<file path="config.mk">
export PLATFORM = sky130hd
export DESIGN_NAME = cc_timer
export DESIGN_NICKNAME = d
export VERILOG_FILES = /design/src/rtl/cc_timer_pkg.sv /design/src/rtl/cc_tick_gen.sv /design/src/rtl/cc_count_reg.sv /design/src/rtl/cc_match_pend.sv /design/src/rtl/cc_timer.sv
export SDC_FILE = /design/constraint.sdc
export NUM_CORES = 1
export LEC_CHECK = 0
export ABC_AREA = 1
export BUFFER_PORTS_ARGS = -buffer_cell sky130_fd_sc_hd__buf_2
export CORE_ASPECT_RATIO = 0.6
export CORE_UTILIZATION = 56
export CTS_BUF_LIST = sky130_fd_sc_hd__clkbuf_8
export DETAILED_ROUTE_END_ITERATION = 8
export GPL_ROUTABILITY_DRIVEN = 0
export PLACE_DENSITY = 0.9
export SETUP_SLACK_MARGIN = 0.2
export SLEW_MARGIN = 20
export SYNTH_ARGS = -nofsm -noshare
export SYNTH_HDL_FRONTEND = slang
export SYNTH_SLANG_ARGS = --single-unit
</file>
<file path="constraint.sdc">
create_clock -name clk -period 2.68 [get_ports clk]
set_clock_uncertainty 0.1 [all_clocks]
set_input_delay 0 -clock clk [delete_from_list [all_inputs] [get_ports clk]]
set_output_delay 0 -clock clk [all_outputs]
set_load 0.01 [all_outputs]
</file>
<file path="src/rtl/cc_timer_pkg.sv">
package cc_timer_pkg;
  localparam int unsigned CC_WIDTH_DEF = 32;
  localparam int unsigned CC_DIV_DEF   = 2;

  typedef enum logic [1:0] {
    CNT_HOLD  = 2'd0,
    CNT_INC   = 2'd1,
    CNT_LOAD  = 2'd2
  } cnt_op_e;
endpackage

</file>
<file path="src/rtl/cc_tick_gen.sv">
module cc_tick_gen #(
  parameter int unsigned DIV = 2
) (
  input  logic clk,
  input  logic rst,
  output logic tick
);
  localparam int unsigned PW = (DIV > 1) ? $clog2(DIV) : 1;

  generate
    if (DIV <= 1) begin : g_every
      assign tick = 1'b1;
    end else begin : g_div
      logic [PW-1:0] phase;
      localparam logic [PW-1:0] LAST = PW'(DIV - 1);

      always_ff @(posedge clk) begin
        if (rst)                phase <= '0;
        else if (phase == LAST) phase <= '0;
        else                    phase <= phase + 1'b1;
      end

      assign tick = (phase == LAST);


      tick_spacing_chk: assert property (@(posedge clk) disable iff (rst)
        tick |=> !tick);
    end
  endgenerate
endmodule

</file>
<file path="src/rtl/cc_count_reg.sv">
module cc_count_reg
  import cc_timer_pkg::*;
#(
  parameter int unsigned W = CC_WIDTH_DEF
) (
  input  logic         clk,
  input  logic         rst,
  input  logic         tick,
  input  logic         we,
  input  logic [W-1:0] wdata,
  output logic [W-1:0] count
);
  cnt_op_e op;

  always_comb begin
    if (we)        op = CNT_LOAD;
    else if (tick) op = CNT_INC;
    else           op = CNT_HOLD;
  end

  always_ff @(posedge clk) begin
    if (rst) begin
      count <= '0;
    end else begin
      case (op)
        CNT_LOAD: count <= wdata;
        CNT_INC:  count <= count + W'(1);
        default:  count <= count;
      endcase
    end
  end


  cnt_load_wins_chk: assert property (@(posedge clk) disable iff (rst)
    we |=> count == $past(wdata));

  cnt_step_chk: assert property (@(posedge clk) disable iff (rst)
    (tick && !we) |=> count == W'($past(count) + W'(1)));

  cnt_hold_chk: assert property (@(posedge clk) disable iff (rst)
    (!tick && !we) |=> $stable(count));
endmodule

</file>
<file path="src/rtl/cc_match_pend.sv">
module cc_match_pend
  import cc_timer_pkg::*;
#(
  parameter int unsigned W = CC_WIDTH_DEF
) (
  input  logic         clk,
  input  logic         rst,
  input  logic [W-1:0] count,
  input  logic         we,
  input  logic [W-1:0] wdata,
  output logic [W-1:0] compare,
  output logic         pend
);
  logic hit;
  assign hit = (count == compare);

  always_ff @(posedge clk) begin
    if (rst)     compare <= '1;
    else if (we) compare <= wdata;
  end

  always_ff @(posedge clk) begin
    if (rst)      pend <= 1'b0;
    else if (we)  pend <= 1'b0;
    else if (hit) pend <= 1'b1;
  end


  pend_clear_chk: assert property (@(posedge clk) disable iff (rst)
    we |=> !pend);

  pend_sticky_chk: assert property (@(posedge clk) disable iff (rst)
    (pend && !we) |=> pend);

  pend_set_chk: assert property (@(posedge clk) disable iff (rst)
    ((count == compare) && !we) |=> pend);

  cmp_load_chk: assert property (@(posedge clk) disable iff (rst)
    we |=> compare == $past(wdata));
endmodule

</file>
<file path="src/rtl/cc_timer.sv">
module cc_timer
  import cc_timer_pkg::*;
#(
  parameter int unsigned CNT_W    = CC_WIDTH_DEF,
  parameter int unsigned TICK_DIV = CC_DIV_DEF
) (
  input  logic             clk,
  input  logic             rst,
  input  logic             cnt_we,
  input  logic [CNT_W-1:0] cnt_wdata,
  input  logic             cmp_we,
  input  logic [CNT_W-1:0] cmp_wdata,
  output logic [CNT_W-1:0] cnt_rdata,
  output logic [CNT_W-1:0] cmp_rdata,
  output logic             timer_pend
);
  logic             tick;
  logic [CNT_W-1:0] count_q;
  logic [CNT_W-1:0] compare_q;
  logic             pend_q;

  cc_tick_gen #(.DIV(TICK_DIV)) u_tick (
    .clk  (clk),
    .rst  (rst),
    .tick (tick)
  );

  cc_count_reg #(.W(CNT_W)) u_count (
    .clk   (clk),
    .rst   (rst),
    .tick  (tick),
    .we    (cnt_we),
    .wdata (cnt_wdata),
    .count (count_q)
  );

  cc_match_pend #(.W(CNT_W)) u_match (
    .clk     (clk),
    .rst     (rst),
    .count   (count_q),
    .we      (cmp_we),
    .wdata   (cmp_wdata),
    .compare (compare_q),
    .pend    (pend_q)
  );

  assign cnt_rdata  = count_q;
  assign cmp_rdata  = compare_q;
  assign timer_pend = pend_q;


  same_cycle_clear_chk: assert property (@(posedge clk) disable iff (rst)
    (cmp_we && (cnt_rdata == cmp_rdata)) |=> !timer_pend);
endmodule

</file>
---- Word-level counts from Yosys, hierarchy flattened ----
Index checks and enable logic that the tools add are counted.
cells by class
  add/subtract/negate cells ............... 2
  eq/ne operators ......................... 3
  mux-type cells .......................... 3
  reductions and logical operators ........ 3
operators by type and width
  cell                                                 number
  one-hot mux 32 bit (2 select lines)                  1
  adder 32 x 1 -> 32 bit, second input constant        1
  equality test 32 bit                                 1
  OR reduction 2 bit                                   2
  equality test 2 x 1 -> 1 bit, second input constant  1
  equality test 2 bit, second input constant           1
  2-to-1 mux 2 bit                                     1
  nonzero test 2 bit                                   1
  adder 1 bit, second input constant                   1
  2-to-1 mux 1 bit                                     1
storage, ports and cells
  register bits ........................... 66
  input port bits ......................... 68
  output and inout bits ................... 65
  logic and storage cells ................. 15

---- Logic depth before layout (Yosys ltp) ----
  depth after elaboration ................. 4
  gate-level depth with buffers ........... 11
  mapped depth without buffers ............ 10

---- Modules after synthesis ----
Synthesis repeated with hierarchy kept, for this count alone.
second synthesis, totals
  cell total of the unflattened synthesis .. 576
  area total of the unflattened synthesis .. 3804.9 um2
modules (own cells, without submodules)
  module         times used  cells an instance  area each (um2)  seq. area each (um2)
  cc_count_reg   1           351                2215.9           640.6
  cc_match_pend  1           223                1565.3           660.6
  cc_tick_gen    1           2                  23.8             20.0

---- Worst setup path before layout ----
OpenSTA, ideal clock, no wires.
  path kind ............................... reg2reg
  start point ............................. reg u_count.count[0]
  end point ............................... reg u_count.count[22]
  setup time .............................. 0.132 ns
  arrival time ............................ 1.388 ns
  required time ........................... 2.448 ns
  path slack .............................. 1.060 ns
  stages on the path, launching flop included .. 9
  buffers on the path ..................... 0
  period minus slack after synthesis ...... 1.620 ns
  path through ............................ dfxtp_1 > ha_1 > nand3_2 > nor2_4 > nand2_2 > nor2_2 > nand3_1 > nand3_1 > a21oi_1
between the ends
  cells in the longest elaborated chain, start to end .. 2
ends and longest elaborated chain
  element                              RTL line            source
  start: declaration                   cc_count_reg.sv:11  output logic [W-1:0] count
  start signal: assignment             cc_count_reg.sv:26  CNT_LOAD: count <= wdata;
  start signal: assignment             cc_count_reg.sv:27  CNT_INC: count <= count + W'(1);
  start signal: assignment             cc_count_reg.sv:28  default: count <= count;
  adder 32 x 1 -> 32 bit               cc_count_reg.sv:27
  one-hot mux 32 bit (2 select lines)  cc_count_reg.sv:25  case (op)
Every way passes these cells.
A chain may end at the register's enable or synchronous reset.

---- Final worst setup path ----
  start point ............................. reg u_count.count[0]
  end point ............................... reg u_count.count[14]
Same word-level chain as after synthesis.

==> out/results.tsv <==
metric	value	unit
maximum resistive drop on vdd	327	uV
number of global-route vias before repair	4655	
Crit Path Category	reg -> reg	
instance count of the mapped netlist	576	
peak clock frequency supported by timing	507	MHz
Reg-to-Reg Start	u_count.count[0]	
met3 layer usage reported by global route	0.141	
global-route congestion overflow total	0	
combinational family with the most area after synthesis	simple AND/OR/NAND/NOR gates	
number of gates given a new drive strength after cts	0	
relative slew slack	0.478	
path depth of the worst reg2reg path	8	
final-report hold violation count	0	
pin count of the biggest net entering global routing	39	
depth of the CTS H-tree	3	
Netlist Area Pre-Place	3780	sq um
crit path DAT	2.16	ns
clock buffer depth	2	
count of unresolved DRC violations after routing	0	
hold crit path type	in -> reg	
area fraction in compound gates after synthesis	0.138	
Worst setup startpoint	u_count.count[0]	
final total negative setup slack	0	ns
sequential-to-total area share from yosys stat	0.349	
hpwl dp	8.86	mm
met2 GRT Util	0.666	
Diodes inserted	0	
number of rows in the core area	22	
horizontal extent of the die	108	um
clock insertion delay at the later pin of the skew report	0.37	ns
Die Height	65.7	um
antenna violation net count after detailed routing	0	
largest fanout on the critical path	7	
share of cell area taken by muxes after synthesis	0	
IO Pins	133	
GRT Max-Usage Layer	met2	
power dissipated by switching net loads	0.770	mW
placeable core region	6300	sq um
number of vias per cell after detailed routing	5.78	
register-to-register setup slack	0.71	ns
root buffer cell	sky130_fd_sc_hd__clkbuf_8	
adder and majority cell fraction of the synthesized area	0.00331	
mean instance size in the synthesized netlist	6.57	sq um
Hold Path Origin	rst	
total routing resource utilization after global routing	0.418	
M1 GR Usage	0.517	
antenna violations before repair	0	
utilization after layout	0.846	
clock network fraction of total power	0.349	
number of port buffers	132	
setup repair after global routing missed its margin	false	
pre-CTS worst setup slack	0.851	ns
part of the total power dissipated in combinational logic	0.196	
post-cts hold buffer count	64	
power density normalized to cell area	471	nW/um^2
share of post-route cells with drive strength above 1	0.229	
CTS tree	built	
internal power contribution	1.74	mW
required time of the critical path	2.87	ns
first-pass iteration count of the detailed router	6	
depth of the worst hold-timing path	3	
count of vias placed by the detailed router	4931	
# nets final	833	
Synth Area in Simple Gates	0.374	
Worst Setup Start Kind	flop	
initial cell density of the core	0.600	
Post-Synth XOR/XNOR Area	0.0718	
LEAKAGE	2.37	nW
setup bufs post-CTS	0	
end of the worst register-to-register path	u_count.count[14]	
switching power share of the total	0.306	
Max Transition Viols Final	0	
global-route wire length before repair	22.5	mm
Design Power	2.51	mW
warnings from Yosys	0	
Die Footprint	7100	sq um
critical path capture point type	flop	
Final setup viols	0	
tightest hold margin	0.0633	ns
Worst Hold End	u_match.compare[3]	
number of synthesized register bits	66	
routed len/inst	16.8	um
portion of total power attributed to sequential cells	0.455	
post-synthesis to final-layout area growth	40.9	%
number of sinks on the clock net	66	
net count after synthesis	645	
Worst-Margin Slew	0.783	ns
Max Cap Violations	0	
share of the clock period used by the worst path	0.735	
Yosys cell types	31	
Total Routed Length	14.3	mm
number of CTS-inserted buffers	9	
clock transition time at the flip-flop clock pins of the worst setup and hold paths	0.08	ns
crit path time final	1.97	ns
smallest setup slack after layout	0.709	ns
initial DRC count	695	
run status	finished clean	
-- area by class of cell --
class                   instances  area [sq um]
well taps                      84           105
inverters                      38           143
repair buffers                201          1340
clock buffers                  10           138
fillers                       373           972
clock inverters                 6          65.1
multi-input cells             448          2220
flip-flops and latches         66          1320
-- power groups by stage --
stage | registers [mW] | logic (mW) | clock network, mW
floorplan | 1.17 | 0.214 | 0
global placement | 1.15 | 0.387 | 0
detailed placement | 1.16 | 0.397 | 0
CTS | 1.14 | 0.471 | 0.873
global route | 1.15 | 0.532 | 0.919
finish | 1.14 | 0.492 | 0.878
-- cells in the final DEF (no fill, tap or decap), drive strengths merged, types with 3 or more instances in the layout --
master / synthesis / layout
dlygate4sd3: 0 / 64
xnor2: 25 / 25
a22oi: 26 / 26
or2: 4 / 4
inv: 37 / 38
dfxtp: 66 / 66
a21oi: 42 / 42
o21ai: 15 / 15
clkinv: 1 / 4
nand2: 195 / 195
nand4: 3 / 3
nor2: 70 / 70
buf: 6 / 137
nand3: 51 / 51
clkbuf: 18 / 10
nand3b: 5 / 5
o21bai: 3 / 3
xor2: 6 / 6
-- sequential cells by signal, indices dropped and copies added (netlist names) --
| name | count |
|---|---|
| u_match.compare | 32 |
| u_tick.tick | 1 |
| u_match.pend | 1 |
| u_count.count | 32 |
-- per-layer routing --
layer	wire [um]	part of all wire
met3	2070	0.14
met5	0	0
met4	537	0.038
met1	5500	0.38
met2	6190	0.43
-- synthesized netlist by cell type (all sizes together) --
library cell | instances | share of area
inv | 37 | 0.037
buf | 6 | 0.0083
o21bai | 3 | 0.0060
clkbuf | 18 | 0.018
nand3 | 51 | 0.069
a21oi | 42 | 0.057
or2 | 4 | 0.0066
nand3b | 5 | 0.0099
a22oi | 26 | 0.052
nand4 | 3 | 0.0050
o21ai | 15 | 0.020
xnor2 | 25 | 0.058
nand2 | 195 | 0.20
dfxtp | 66 | 0.35
a21o | 1 | 0.0020
clkinv | 1 | 0.00099
ha | 1 | 0.0033
o211ai | 1 | 0.0020
nor2 | 70 | 0.084
xor2 | 6 | 0.014
-- kinds of logic after synthesis --
kind of cell	count (synthesis)
simple gates	328
buf+inv	62
flops	66
xor+xnor	31
compound gates	88
fa+ha+maj	1
-- per-stage QoR --
stage / cells / area (sq um)
after floorplan: 576 / 3780
after global placement: 773 / 4490
after detailed placement: 773 / 4490
after CTS: 853 / 5330
after global routing: 853 / 5330
final: 853 / 5330
-- critical path, cell delays in order (launching register included) --
cell and delay [ns]:
sky130_fd_sc_hd__dfxtp_1 0.48, sky130_fd_sc_hd__ha_1 0.26, sky130_fd_sc_hd__nand3_2 0.15, sky130_fd_sc_hd__nor2_4 0.22, sky130_fd_sc_hd__inv_1 0.08, sky130_fd_sc_hd__nor2_2 0.17, sky130_fd_sc_hd__xor2_1 0.24, sky130_fd_sc_hd__nand2_1 0.08
sky130_fd_sc_hd__a21oi_1 0.12
-- worst max-delay path by stage --
stage,endpoint,cells past startpoint
after global routing,u_count.count[14],8
after floorplan,u_count.count[22],8
after detailed placement,u_count.count[14],8
after CTS,u_count.count[14],8
after global placement,u_count.count[14],8
final,u_count.count[14],8
No activity file was read; power rests on OpenSTA's default activity.
